$ cat src/rtl/clkcfg_pkg.sv
package clkcfg_pkg;
  parameter int FB_W   = 12;
  parameter int REF_W  = 10;
  parameter int ODIV_W = 3;
  parameter int TUNE_W = 4;
  parameter int ROWS   = 2;

  typedef struct packed {
    logic [FB_W-1:0]   fb;
    logic [REF_W-1:0]  rf;
    logic [ODIV_W-1:0] odiv;
    logic [TUNE_W-1:0] tune;
    logic              duty_cmos;
    logic              pm_pwrdown;
    logic              pm_sync;
  } cfg_t;

  localparam int CFG_W = $bits(cfg_t);
endpackage

$ cat src/rtl/clkcfg_rst_sync.sv
module clkcfg_rst_sync #(
  parameter int STAGES = 2
) (
  input  logic clk,
  input  logic arst_n,
  output logic srst_n
);
  logic [STAGES-1:0] sync_q;
  logic [STAGES-1:0] sync_d;

  always_comb begin
    sync_d = {sync_q[STAGES-2:0], 1'b1};
  end

  always_ff @(posedge clk or negedge arst_n) begin
    if (!arst_n) sync_q <= '0;
    else         sync_q <= sync_d;
  end

  assign srst_n = sync_q[STAGES-1];
endmodule

$ cat src/rtl/clkcfg_otp_row.sv
module clkcfg_otp_row
  import clkcfg_pkg::*;
(
  input  logic clk,
  input  logic rst_n,
  input  logic stb,
  input  cfg_t wdata,
  output cfg_t data,
  output logic valid,
  output logic reject
);
  cfg_t data_q, data_d;
  logic vld_q, vld_d;
  logic burn;

  always_comb begin
    burn   = stb & ~vld_q;
    reject = stb & vld_q;
    data_d = burn ? wdata : data_q;
    vld_d  = vld_q | burn;
  end

  always_ff @(posedge clk or negedge rst_n) begin
    if (!rst_n) begin
      data_q <= '0;
      vld_q  <= 1'b0;
    end else begin
      data_q <= data_d;
      vld_q  <= vld_d;
    end
  end

  assign data  = data_q;
  assign valid = vld_q;

  // a committed row never changes and never loses its valid bit
  p_row_permanent_r3: assert property (@(posedge clk) disable iff (!rst_n)
    vld_q |=> (vld_q && $stable(data_q)));
endmodule

$ cat src/rtl/clkcfg_sel.sv
module clkcfg_sel
  import clkcfg_pkg::*;
(
  input  cfg_t [ROWS-1:0] row_dat,
  input  logic [ROWS-1:0] row_vld,
  input  cfg_t            shadow,
  input  logic            shadow_off,
  input  logic            fsel_variant,
  input  logic            fs,
  output cfg_t            nxt
);
  always_comb begin
    nxt = shadow;
    if (fsel_variant) begin
      if (row_vld[fs] || shadow_off) nxt = row_dat[fs];
    end else begin
      if (row_vld[1])                nxt = row_dat[1];
      else if (row_vld[0] || shadow_off) nxt = row_dat[0];
    end
  end
endmodule

$ cat src/rtl/clkcfg_store.sv
module clkcfg_store
  import clkcfg_pkg::*;
#(
  parameter int SYNC_STAGES = 2
) (
  input  logic              clk,
  input  logic              rst_n,
  input  logic              shadow_off,
  input  logic              fsel_variant,
  input  logic              fs,
  input  logic              shd_wr,
  input  logic [CFG_W-1:0]  shd_data,
  input  logic [ROWS-1:0]   pgm_stb,
  input  logic [CFG_W-1:0]  pgm_data,
  output logic [FB_W-1:0]   fb_cnt,
  output logic [REF_W-1:0]  ref_cnt,
  output logic [ODIV_W-1:0] odiv_sel,
  output logic [TUNE_W-1:0] tune_code,
  output logic              duty_cmos,
  output logic              pm_pwrdown,
  output logic              pm_sync,
  output logic              pgm_err,
  output logic              cfg_chg
);
  logic srst_n;
  cfg_t shd_q, shd_d;
  cfg_t cfg_q, cfg_d;
  logic err_q, err_d;
  logic fs_q, fs_d;
  logic chg_q, chg_d;
  logic shd_en;
  cfg_t [ROWS-1:0] row_dat;
  logic [ROWS-1:0] row_vld;
  logic [ROWS-1:0] row_rej;

  clkcfg_rst_sync #(.STAGES(SYNC_STAGES)) u_rst (
    .clk(clk), .arst_n(rst_n), .srst_n(srst_n)
  );

  for (genvar i = 0; i < ROWS; i++) begin : g_row
    clkcfg_otp_row u_row (
      .clk(clk), .rst_n(srst_n), .stb(pgm_stb[i]), .wdata(cfg_t'(pgm_data)),
      .data(row_dat[i]), .valid(row_vld[i]), .reject(row_rej[i])
    );
  end

  clkcfg_sel u_sel (
    .row_dat(row_dat), .row_vld(row_vld), .shadow(shd_q),
    .shadow_off(shadow_off), .fsel_variant(fsel_variant), .fs(fs), .nxt(cfg_d)
  );

  always_comb begin
    shd_en = shd_wr & ~shadow_off;
    shd_d  = shd_en ? cfg_t'(shd_data) : shd_q;
    err_d  = err_q | (|row_rej);
    fs_d   = fs;
    chg_d  = fsel_variant & (fs ^ fs_q);
  end

  always_ff @(posedge clk or negedge srst_n) begin
    if (!srst_n) begin
      shd_q <= '0;
      cfg_q <= '0;
      err_q <= 1'b0;
      fs_q  <= 1'b0;
      chg_q <= 1'b0;
    end else begin
      shd_q <= shd_d;
      cfg_q <= cfg_d;
      err_q <= err_d;
      fs_q  <= fs_d;
      chg_q <= chg_d;
    end
  end

  assign fb_cnt     = cfg_q.fb;
  assign ref_cnt    = cfg_q.rf;
  assign odiv_sel   = cfg_q.odiv;
  assign tune_code  = cfg_q.tune;
  assign duty_cmos  = cfg_q.duty_cmos;
  assign pm_pwrdown = cfg_q.pm_pwrdown;
  assign pm_sync    = cfg_q.pm_sync;
  assign pgm_err    = err_q;
  assign cfg_chg    = chg_q;

  // blank rows in the dual-program variant hand the output to the shadow copy
  p_shadow_src_r4: assert property (@(posedge clk) disable iff (!srst_n)
    (!shadow_off && !fsel_variant && row_vld == '0) |=> (cfg_q == $past(shd_q)));

  // a disabled shadow register keeps its content
  p_shadow_frozen_r5: assert property (@(posedge clk) disable iff (!srst_n)
    shadow_off |=> $stable(shd_q));

  // a strobe on a committed row raises the error flag
  p_reject_flag_r6: assert property (@(posedge clk) disable iff (!srst_n)
    (|(pgm_stb & row_vld)) |=> pgm_err);

  // the error flag is sticky
  p_err_sticky_r6: assert property (@(posedge clk) disable iff (!srst_n)
    pgm_err |=> pgm_err);

  // a valid second row wins in the dual-program variant
  p_row1_prio_r7: assert property (@(posedge clk) disable iff (!srst_n)
    (!fsel_variant && row_vld[1]) |=> (cfg_q == $past(row_dat[1])));

  // fs picks the active row in the frequency-select variant
  p_fs_row_r8: assert property (@(posedge clk) disable iff (!srst_n)
    (fsel_variant && row_vld[fs]) |=> (cfg_q == $past(row_dat[fs])));

  // no change pulse outside the frequency-select variant
  p_chg_variant_r9: assert property (@(posedge clk) disable iff (!srst_n)
    cfg_chg |-> $past(fsel_variant));
endmodule

$ cat config.mk
export PLATFORM = sky130hd
export DESIGN_NAME = clkcfg_store
export DESIGN_NICKNAME = d
export VERILOG_FILES = /design/src/rtl/clkcfg_pkg.sv /design/src/rtl/clkcfg_rst_sync.sv /design/src/rtl/clkcfg_otp_row.sv /design/src/rtl/clkcfg_sel.sv /design/src/rtl/clkcfg_store.sv
export SDC_FILE = /design/constraint.sdc
export NUM_CORES = 1
export LEC_CHECK = 0
export ABC_AREA = 1
export BUFFER_PORTS_ARGS = -buffer_cell sky130_fd_sc_hd__buf_2
export CAP_MARGIN = 20
export CORE_UTILIZATION = 35
export DETAILED_ROUTE_END_ITERATION = 8
export GPL_TIMING_DRIVEN = 0
export PLACE_DENSITY_LB_ADDON = 0.1
export SETUP_SLACK_MARGIN = 0.15
export SYNTH_ARGS = -nofsm -noshare
export SYNTH_HDL_FRONTEND = slang
export SYNTH_SLANG_ARGS = --single-unit
export TNS_END_PERCENT = 30
$ cat constraint.sdc
create_clock -name clk -period 8.9 [get_ports clk]
set_clock_uncertainty 0.05 [all_clocks]
set_input_delay 0.445 -clock clk [delete_from_list [all_inputs] [get_ports clk]]
set_output_delay 0.445 -clock clk [all_outputs]
set_load 0.02 [all_outputs]
# After elaboration in Yosys (flattened, before gate mapping)
# Index checks and enable logic that the tools add are counted.
# totals
ff_bits	135
elab_cells	59
out_inout_bits	34
inputBits	72
# classes
n_mux	8
magnitude_cmp	1
bitwise_logic	13
n_reduce_logical	3
# ops
cell	count
$mux W32	6
$and A1 B1 Y1	6
$not A1 Y1	3
$or A1 B1 Y1	3
$logic_or A1 B1 Y1	2
$lt A1 B2 Y1 const B	1
$mux W1	2
$reduce_or A2 Y1	1
$xor A1 B1 Y1	1

# Depth between registers and ports, before layout
# Gate-level depths: netlist of run 1.
# logic_depth
ltp_word	5
depth_mapped	8
mapped_depth_nobuf	6

# By module
# From an unflattened synthesis of run 1, not the netlist that was laid out.
# unflattened
hier_cells	986
hier_area_um2	7201.9
# by_module_without_submodules
module	n_inst	cells_each	seq_area_each_um2	area_per_inst_um2
clkcfg_otp_row	2	144	825.8	1333.8
clkcfg_store	1	182	1676.6	2272.2
clkcfg_sel	1	513	0.0	2208.4
clkcfg_rst_sync	1	3	50.0	53.8

# Least setup slack after synthesis of run 1
# Ideal clock, no wire load.
# synth_path
path_kind	in2reg
from	input fs
to	register cfg_q, in the netlist duty_cmos
path_stages	7
path_slack_ps	7600
path_buffers	2
required_time_ps	8732
arrival_time_ps	1132
setup_time_ps	118
cell_sequence	buf_4 inv_2 nand2_2 buf_2 nand4_1 nand3_1 nand2_1
# synth_lines
element	line	text
from (decl)	clkcfg_store.sv:10	input logic fs,
to (signal assigned)	clkcfg_store.sv:69	cfg_q <= cfg_d;
to (decl)	clkcfg_store.sv:27	cfg_t cfg_q, cfg_d;

# Worst setup path in the final report of run 1
# layout_path
from	register g_row[1].u_row.vld_q
to	register g_row[1].u_row.data_q, in the netlist g_row[1].u_row.data[30]
# layout_between
elab_chain_len	2
# layout_rtl
element	line	text
from (decl)	clkcfg_otp_row.sv:13	logic vld_q, vld_d;
from (signal assigned)	clkcfg_otp_row.sv:29	vld_q <= vld_d;
$not A1 Y1	clkcfg_otp_row.sv:17	burn = stb & ~vld_q;
$and A1 B1 Y1	clkcfg_otp_row.sv:17	
to (signal assigned)	clkcfg_otp_row.sv:28	data_q <= data_d;
to (decl)	clkcfg_otp_row.sv:12	cfg_t data_q, data_d;
# Every way passes these cells.
# A chain may end at the register's enable or synchronous reset.

==> results of run 1 <==
## kinds of logic after synthesis
kind of cell,count (synthesis),synth area share
buffers and inverters,191,0.1178
AO/OA/AOI/OAI,130,0.09644
AND/OR/NAND/NOR,461,0.2845
other,1,0.0005558
flip-flops,135,0.5007
## per-stage QoR
| stage | hold WS [ns] | cell area [µm²] | power, mW | utilization |
|---|---|---|---|---|
| after floorplan | 0.09941 | 6746 | 0.8152 | - |
| after global placement | 0.1806 | 7560 | 0.8874 | 0.4028 |
| after detailed placement | 0.07476 | 7619 | 0.8912 | 0.4059 |
| after CTS | 0.07989 | 8240 | 1.630 | 0.4391 |
| after global routing | 0.08035 | 8240 | 1.691 | 0.4391 |
| final | 0.07810 | 8240 | 1.617 | 0.4391 |
## power groups by stage
stage | clock network (mW) | registers [mW] | logic (mW)
after floorplan | 0 | 0.717 | 0.0981
after detailed placement | 0 | 0.691 | 0.200
after CTS | 0.748 | 0.681 | 0.201
after global routing | 0.780 | 0.686 | 0.225
final | 0.737 | 0.681 | 0.199
after global placement | 0 | 0.703 | 0.184
## final timing paths
path	startpoint	endpoint	slack, ns
worst max register to register	g_row[1].u_row.valid	g_row[1].u_row.data[30]	7.18
min in group clk	fs	fs_q	0.09
worst min-delay path	u_rst.sync_q[1]	g_row[0].u_row.data[2]	0.08
max in group asynchronous	u_rst.sync_q[1]	shd_q[12]	8.17
worst max-delay path	g_row[1].u_row.valid	g_row[1].u_row.data[30]	7.18
worst min register to register	u_rst.sync_q[1]	g_row[0].u_row.data[2]	0.08
## per-layer routing
| metal | up-vias | wire length (µm) |
|---|---|---|
| li1 | 3101 | - |
| met1 | 2881 | 10100 |
| met2 | 176 | 9704 |
| met3 | 13 | 963 |
| met4 | 0 | 157 |
| met5 | - | 0 |
## sequential cells by signal (all words and copies together) (netlist names)
register	count
ref_cnt	10
pm_sync	1
pm_pwrdown	1
g_row.u_row.valid	2
duty_cmos	1
fs_q	1
pgm_err	1
shd_q	32
tune_code	4
g_row.u_row.data	64
odiv_sel	3
fb_cnt	12
u_rst.sync_q	2
cfg_chg	1
## repair_timing
action	CTS	global route
setup buffers	0	0
hold endpoints to repair	2	0
endpoints found under the setup margin	0	0
hold buffers	1	0
## cells in the final DEF, fill, tap and decap left out
cell	n
sky130_fd_sc_hd__nand4_1	32
sky130_fd_sc_hd__buf_16	2
sky130_fd_sc_hd__inv_1	129
sky130_fd_sc_hd__nand2_2	4
sky130_fd_sc_hd__buf_6	3
sky130_fd_sc_hd__inv_2	5
sky130_fd_sc_hd__clkbuf_8	4
sky130_fd_sc_hd__dfrtp_4	1
sky130_fd_sc_hd__dlygate4sd3_1	1
sky130_fd_sc_hd__clkbuf_16	17
sky130_fd_sc_hd__nand2_1	324
sky130_fd_sc_hd__a21oi_1	65
sky130_fd_sc_hd__buf_4	1
sky130_fd_sc_hd__clkinv_2	2
sky130_fd_sc_hd__o21ai_1	52
sky130_fd_sc_hd__nand3_1	64
sky130_fd_sc_hd__nor2_2	1
sky130_fd_sc_hd__dfrtp_1	134
sky130_fd_sc_hd__or2_2	1
sky130_fd_sc_hd__conb_1	1
sky130_fd_sc_hd__clkinv_4	1
sky130_fd_sc_hd__bufinv_16	3
sky130_fd_sc_hd__clkinvlp_4	1
sky130_fd_sc_hd__o21ai_0	13
sky130_fd_sc_hd__buf_2	145
sky130_fd_sc_hd__clkbuf_1	13
sky130_fd_sc_hd__buf_1	3
sky130_fd_sc_hd__nand3_4	1
sky130_fd_sc_hd__nor2_1	34
## layout make-up
cell class,instances,area [µm²],area share
buffer,57,291.5,0.03538
tap,234,292.8,0.03553
multi-input combinational,592,2574,0.3123
clock inverter,7,116.4,0.01412
sequential,135,3382,0.4104
timing repair buffer,107,585.6,0.07106
inverter,134,503.0,0.06104
clock buffer,25,495.5,0.06013
## worst max-delay path: stages, from the launching register on
cell	delay, ns
sky130_fd_sc_hd__dfrtp_1	0.31
sky130_fd_sc_hd__buf_2	0.21
sky130_fd_sc_hd__inv_2	0.10
sky130_fd_sc_hd__nand2_2	0.22
sky130_fd_sc_hd__clkbuf_1	0.51
sky130_fd_sc_hd__o21ai_0	0.16
==> flow_results.org, run 1 <==
** Logic synthesis
- Nets in the synthesized netlist :: 990
- Most common library cells after synthesis :: sky130_fd_sc_hd__nand2_1, sky130_fd_sc_hd__dfrtp_1, sky130_fd_sc_hd__inv_1
- After synthesis, the share of flip-flops with an asynchronous set or reset is 1.000.
- Post-Syn Instances :: 918
- Synth Cell Area :: 0.006746 mm²
- Of the post-synthesis cell area, the dominant cell type holds 0.5007.
- For this run, the register share of the synthesized area comes to 0.5007.
- For this run, the leading register cell type out of synthesis is sky130_fd_sc_hd__dfrtp_1.
- The Yosys step of the flow raised 0 warnings.
- Cell with the most instances after synthesis :: sky130_fd_sc_hd__nand2_1
- The average instance in the mapped netlist occupies 7.349 µm².
- Dominant cell type by area after synthesis :: sky130_fd_sc_hd__dfrtp_1
- The number of different library cells used by synthesis comes to 20.
- By area the synthesized netlist is led by sky130_fd_sc_hd__dfrtp_1, sky130_fd_sc_hd__nand2_1, sky130_fd_sc_hd__inv_1, sky130_fd_sc_hd__a21oi_1, sky130_fd_sc_hd__nand3_1.
- The synthesized design contains 0 enable-type register cells.
- The synthesized design contains 135 register bits.

** STA
- The hold violation total from the final report is 0.
- Fin crit period :: 1.718 ns
- At the pin with the least slew margin, the transition time is 0.6689 ns.
- Fraction of the cycle the final worst path needs :: 0.1930
- Max Fclk :: 582.2 MHz
- Setup repair after global routing left no endpoint under its margin.
- Worst Setup Slack, final :: 7.182 ns
- The worst pin sits at a relative slew slack of 0.5540.
- Setup violations remaining at the end of the flow were counted as 0.
- TNS Setup :: 0 ns
- The number of max-slew violations in the final report was 0.

** Power
- Clock network fraction of design power :: 0.456
- VDD sags by at most 122.4 µV.
- Power density relative to cell area :: 196.2 mW/mm²
- Leakage Power :: 4.271 nW
- Of the total power, the share spent switching nets is 0.2587.
- The internal portion of the total power is 1.198 mW.
- For this design the total switching power over the nets is 0.4181 mW.
- Of the total power, combinational logic draws 0.123.
- The share of total power dissipated in sequential elements is 0.421.

** GRT
- Met1 Track Usage GR :: 0.3104
- First-pass GRT wire length :: 33,220 µm
- In the global route stage, overall resource usage came out at 0.2241.
- Most utilized layer in the global route result :: met2
- The number of antenna violations at the first check in global routing is 0.
- For met3 alone, demand over resource in global routing was 0.04110.
- In the global route stage, met2 resource usage came out at 0.3608.
- Congestion Overflow GR :: 0
- Entering global routing, the biggest net connects 67 pins.
- The number of global-route vias before repair came to 6,015.

** Critical path
- At the worst endpoint, the required time is 9.12 ns.
- At the worst endpoint, the arrival time is 1.94 ns.
- Worst r2r path cells :: 5
- Of all nets on the critical path, the largest fanout is 10.
- STA classifies the critical path endpoint as a flip-flop.
- Launching element type of the critical path :: flip-flop
- Kind of critical path :: flip-flop to flip-flop

** Layout
- Number of nets in the final layout :: 1,116
- Ant diodes :: 0
- The layout has 1,994 filler cells.
- Ratio of cells with drive above 1 in the final layout :: 0.1816
- The count of cells in the finished layout, fillers not included, comes to 1,291.
- Area overhead of the layout relative to synthesis :: 22.14%

** Drt
- Post-DR wirelength/cell :: 16.21 µm
- Count of TritonRoute iterations in the first routing pass :: 5
- Number of violations reported at the end of detailed-routing iteration 0 :: 436
- For this block, the via count after detailed routing is 6,171.
- Post-detailed-routing wire length :: 20,930 µm
- Via count normalized by instance count :: 4.780
- Remaining design rule violation count :: 0
- Number of antenna-violating nets in the routed design :: 0

** CTS
- Clock-pin slew was measured on the worst setup and hold paths at 0.06 ns.
- Clock tree buffer depth :: 2
- CTS tree :: yes
- CTS resizes :: 0
- # H-tree levels :: 4
- CTS placed an instance of sky130_fd_sc_hd__clkbuf_16 at the clock tree root.
- Worst skew pair latency :: 0.42 ns
- Number of sinks on the clock net :: 135
- Clock tree synthesis inserted a total of 17 buffers.

** Worst hold path
- Worst min path class :: flip-flop to async pin

** Floorplanning
- The floorplan step defined a core boundary enclosing 0.01877 mm².
- Number of top-level pins :: 106
- Area of the die :: 0.01983 mm²
- The die is 140.8 µm tall.
- Row generation in the floorplan step produced 50 rows.
- Effective utilization at floorplan :: 0.3595
- Die width :: 140.8 µm

** Placed design
- Placed instance count :: 1,258
- Buffers placed on the I/O ports in this run total 104.
- Pre-CTS worst setup slack :: 7.129 ns
- Detailed placement finished with a half-perimeter wire length of 14,170 µm.
- The congestion estimate from routability-driven global placement came to 0.7983.

** Run
- Max cap viols :: 0

** Run status
- The flow ran to the end, and the final reports show no timing, DRC or antenna violations.
Power figures use the tool's default switching activity.
==> run 2: changes to the inputs <==
clock period = 1.51 ns   (was 8.9 ns; I/O delays follow)
==> flow_results.org, run 2 (same netlist as run 1, synthesis figures left out) <==
** Floorplanning
- The die covers 0.01983 mm².
- Die width :: 140.8 µm
- The region available for standard cell placement spans 0.01877 mm².
- Effective utilization at floorplan :: 0.3595
- Row generation in the floorplan step produced 50 rows.
- The floorplan step set the die height to 140.8 µm.
- Number of top-level pins :: 106

** Layout
- Number of nets in the final layout :: 1,184
- In the final layout, the share of cells above drive strength 1 is 0.1769.
- Number of non-filler instances in the completed layout :: 1,359
- Ant diodes :: 0
- Area overhead of the layout relative to synthesis :: 33.22%
- Leaving out fill and tap cells, the most frequent cell in the layout is sky130_fd_sc_hd__nand2_1.
- Number of flip-flops in the largest register :: 64
- Commonest cells after routing, fill and taps aside :: sky130_fd_sc_hd__nand2_1, sky130_fd_sc_hd__dfrtp_1, sky130_fd_sc_hd__inv_1

** Worst hold path
- Hold depth :: 4
- The worst hold path belongs to the class input port to flip-flop.

** Drt
- The final layout contains routed wiring with a total length of 21,430 µm.
- Detailed routing placed a total of 985 µm of wire on met3.
- Number of violations reported at the end of detailed-routing iteration 0 :: 419
- Number of vias after detailed routing :: 6,416
- Post-DR wirelength/cell :: 15.77 µm
- In the routed design, unresolved DRC markers number 0.
- Wire length on met1 :: 10,350 µm
- Uppermost layer routed :: met4
- Count of TritonRoute iterations in the first routing pass :: 5
- Dividing the detail-routed via count by the number of cells gives 4.721.
- Wire segments on met2 add up to 9763 µm in the final route.
- Once detail routing completed, the nets flagged for antenna violations numbered 0.

** Critical path
- Of all nets on the critical path, the largest fanout is 10.
- STA puts the critical path data required time at 1.76 ns.
- Kind of critical path :: flip-flop to flip-flop
- Worst r2r path cells :: 6
- For the worst setup path, the data arrival time is 1.62 ns.
- Crit path capture type :: flip-flop
- Launching element type of the critical path :: flip-flop

** CTS
- TritonCTS built the clock tree.
- # H-tree levels :: 4
- The longest clock path from root to sink contains 2 buffers.
- Counting the buffers created by CTS gives 17.
- CTS Root Cell :: sky130_fd_sc_hd__clkbuf_16
- Worst skew pair latency :: 0.43 ns
- CTS clk-pin slew, worst paths :: 0.06 ns
- Number of sinks on the clock net :: 135

** Power
- Worst IR Drop VDD :: 770.1 µV
- The completed layout was analyzed and its total power is 9.342 mW.
- Leakage Power :: 4.592 nW
- Power density relative to cell area :: 1039 mW/mm²

** GRT
- The number of antenna violations at the first check in global routing came to 0.
- Congestion Overflow GR :: 0
- Across every metal layer, demand over resource in global routing totals 0.2272.
- Maximum number of pins on one net before global-route repair :: 66
- The first global-routing pass estimated 33,620 µm of wire.
- The number of global-route vias before repair came to 6,079.

** STA
- Setup repair after global routing could not meet its margin everywhere.
- For the pin with the worst max-slew slack, the measured transition is 0.6641 ns.
- Slew HR :: 0.5572
- Fraction of the cycle the final worst path needs :: 0.9014
- The number of max-slew violations in the final report was 0.
- The routed design could run at a clock period as short as 1.361 ns.
- Max Fclk :: 734.7 MHz
- Number of hold violations in the final report :: 0
- Setup-violating endpoint count in the final report :: 0
- Across all hold checks on the routed design, the worst slack comes to 0.01748 ns.

** Run status
- The run finished with clean final reports.

** Placed design
- Buffers on Ports :: 104
- At the end of routability-driven placement, the weighted congestion stood at 0.8114.
- Once placement completed, the tool counted placed cells totaling 1,258.
- After legalization and detailed placement, the total HPWL measured 14,260 µm.

** Run
- Max cap viols :: 0
-- run 2: worst paths after layout --
kind	from	to	slack (ns)
setup / recovery	g_row[1].u_row.valid	tune_code[1]	0.15
hold / removal	shd_wr	shd_q[2]	0.02
setup reg to reg	g_row[1].u_row.valid	tune_code[1]	0.15
hold reg to reg	u_rst.sync_q[1]	duty_cmos	0.16
max in group asynchronous	u_rst.sync_q[1]	shd_q[13]	0.34
min in group asynchronous	u_rst.sync_q[1]	duty_cmos	0.16
-- run 2: cell type report --
cell class                 count  area, µm²
sequential                   135       3383
inverter                     134      505.5
fill                        1960       9781
buffer                        57      384.1
timing repair buffer         175       1266
clock inverter                 7      68.82
multi-input combinational    592       2591
tap                          234      292.8
clock buffer                  25      495.5
-- run 2: what timing repair did --
item | CTS | global route
setup buffers | 0 | 0
resized for setup | 26 | 19
hold endpoints to repair | 102 | 0
endpoints found under the setup margin | 95 | 44
hold buffers | 69 | 0
pin swaps | 1 | 1
-- run 2: per-stage QoR --
stage                     utilization  setup WS, ns  cell area [µm²]  setup TNS (ns)
after floorplan                     -       0.03283             6750               0
after global placement         0.4030       -0.5555             7564          -75.39
after detailed placement       0.4059       -0.2456             7619          -3.250
after CTS                      0.4764        0.1164             8941               0
after global routing           0.4789       0.06467             8987               0
final                          0.4789        0.1489             8987               0
-- run 2: power breakdown --
group          total [mW]  internal [mW]  switching (mW)
Combinational        1.31          0.517           0.791
Sequential           4.02           3.90           0.127
Clock                4.01           2.43            1.58
-- run 2: worst max-delay path, cell delays in order, from the launching register on --
cell and delay, ns:
sky130_fd_sc_hd__dfrtp_1 0.35, sky130_fd_sc_hd__buf_4 0.17, sky130_fd_sc_hd__inv_2 0.13, sky130_fd_sc_hd__buf_2 0.27, sky130_fd_sc_hd__nand3_1 0.12, sky130_fd_sc_hd__nand2_1 0.06
sky130_fd_sc_hd__nand2_1 0.08
-- run 2: per-layer routing --
layer / up-vias / GRT usage
li1: 3239 / -
met3: 26 / 0.04246
met2: 172 / 0.3582
met4: 0 / 0.06751
met1: 2979 / 0.3172
met5: - / 0
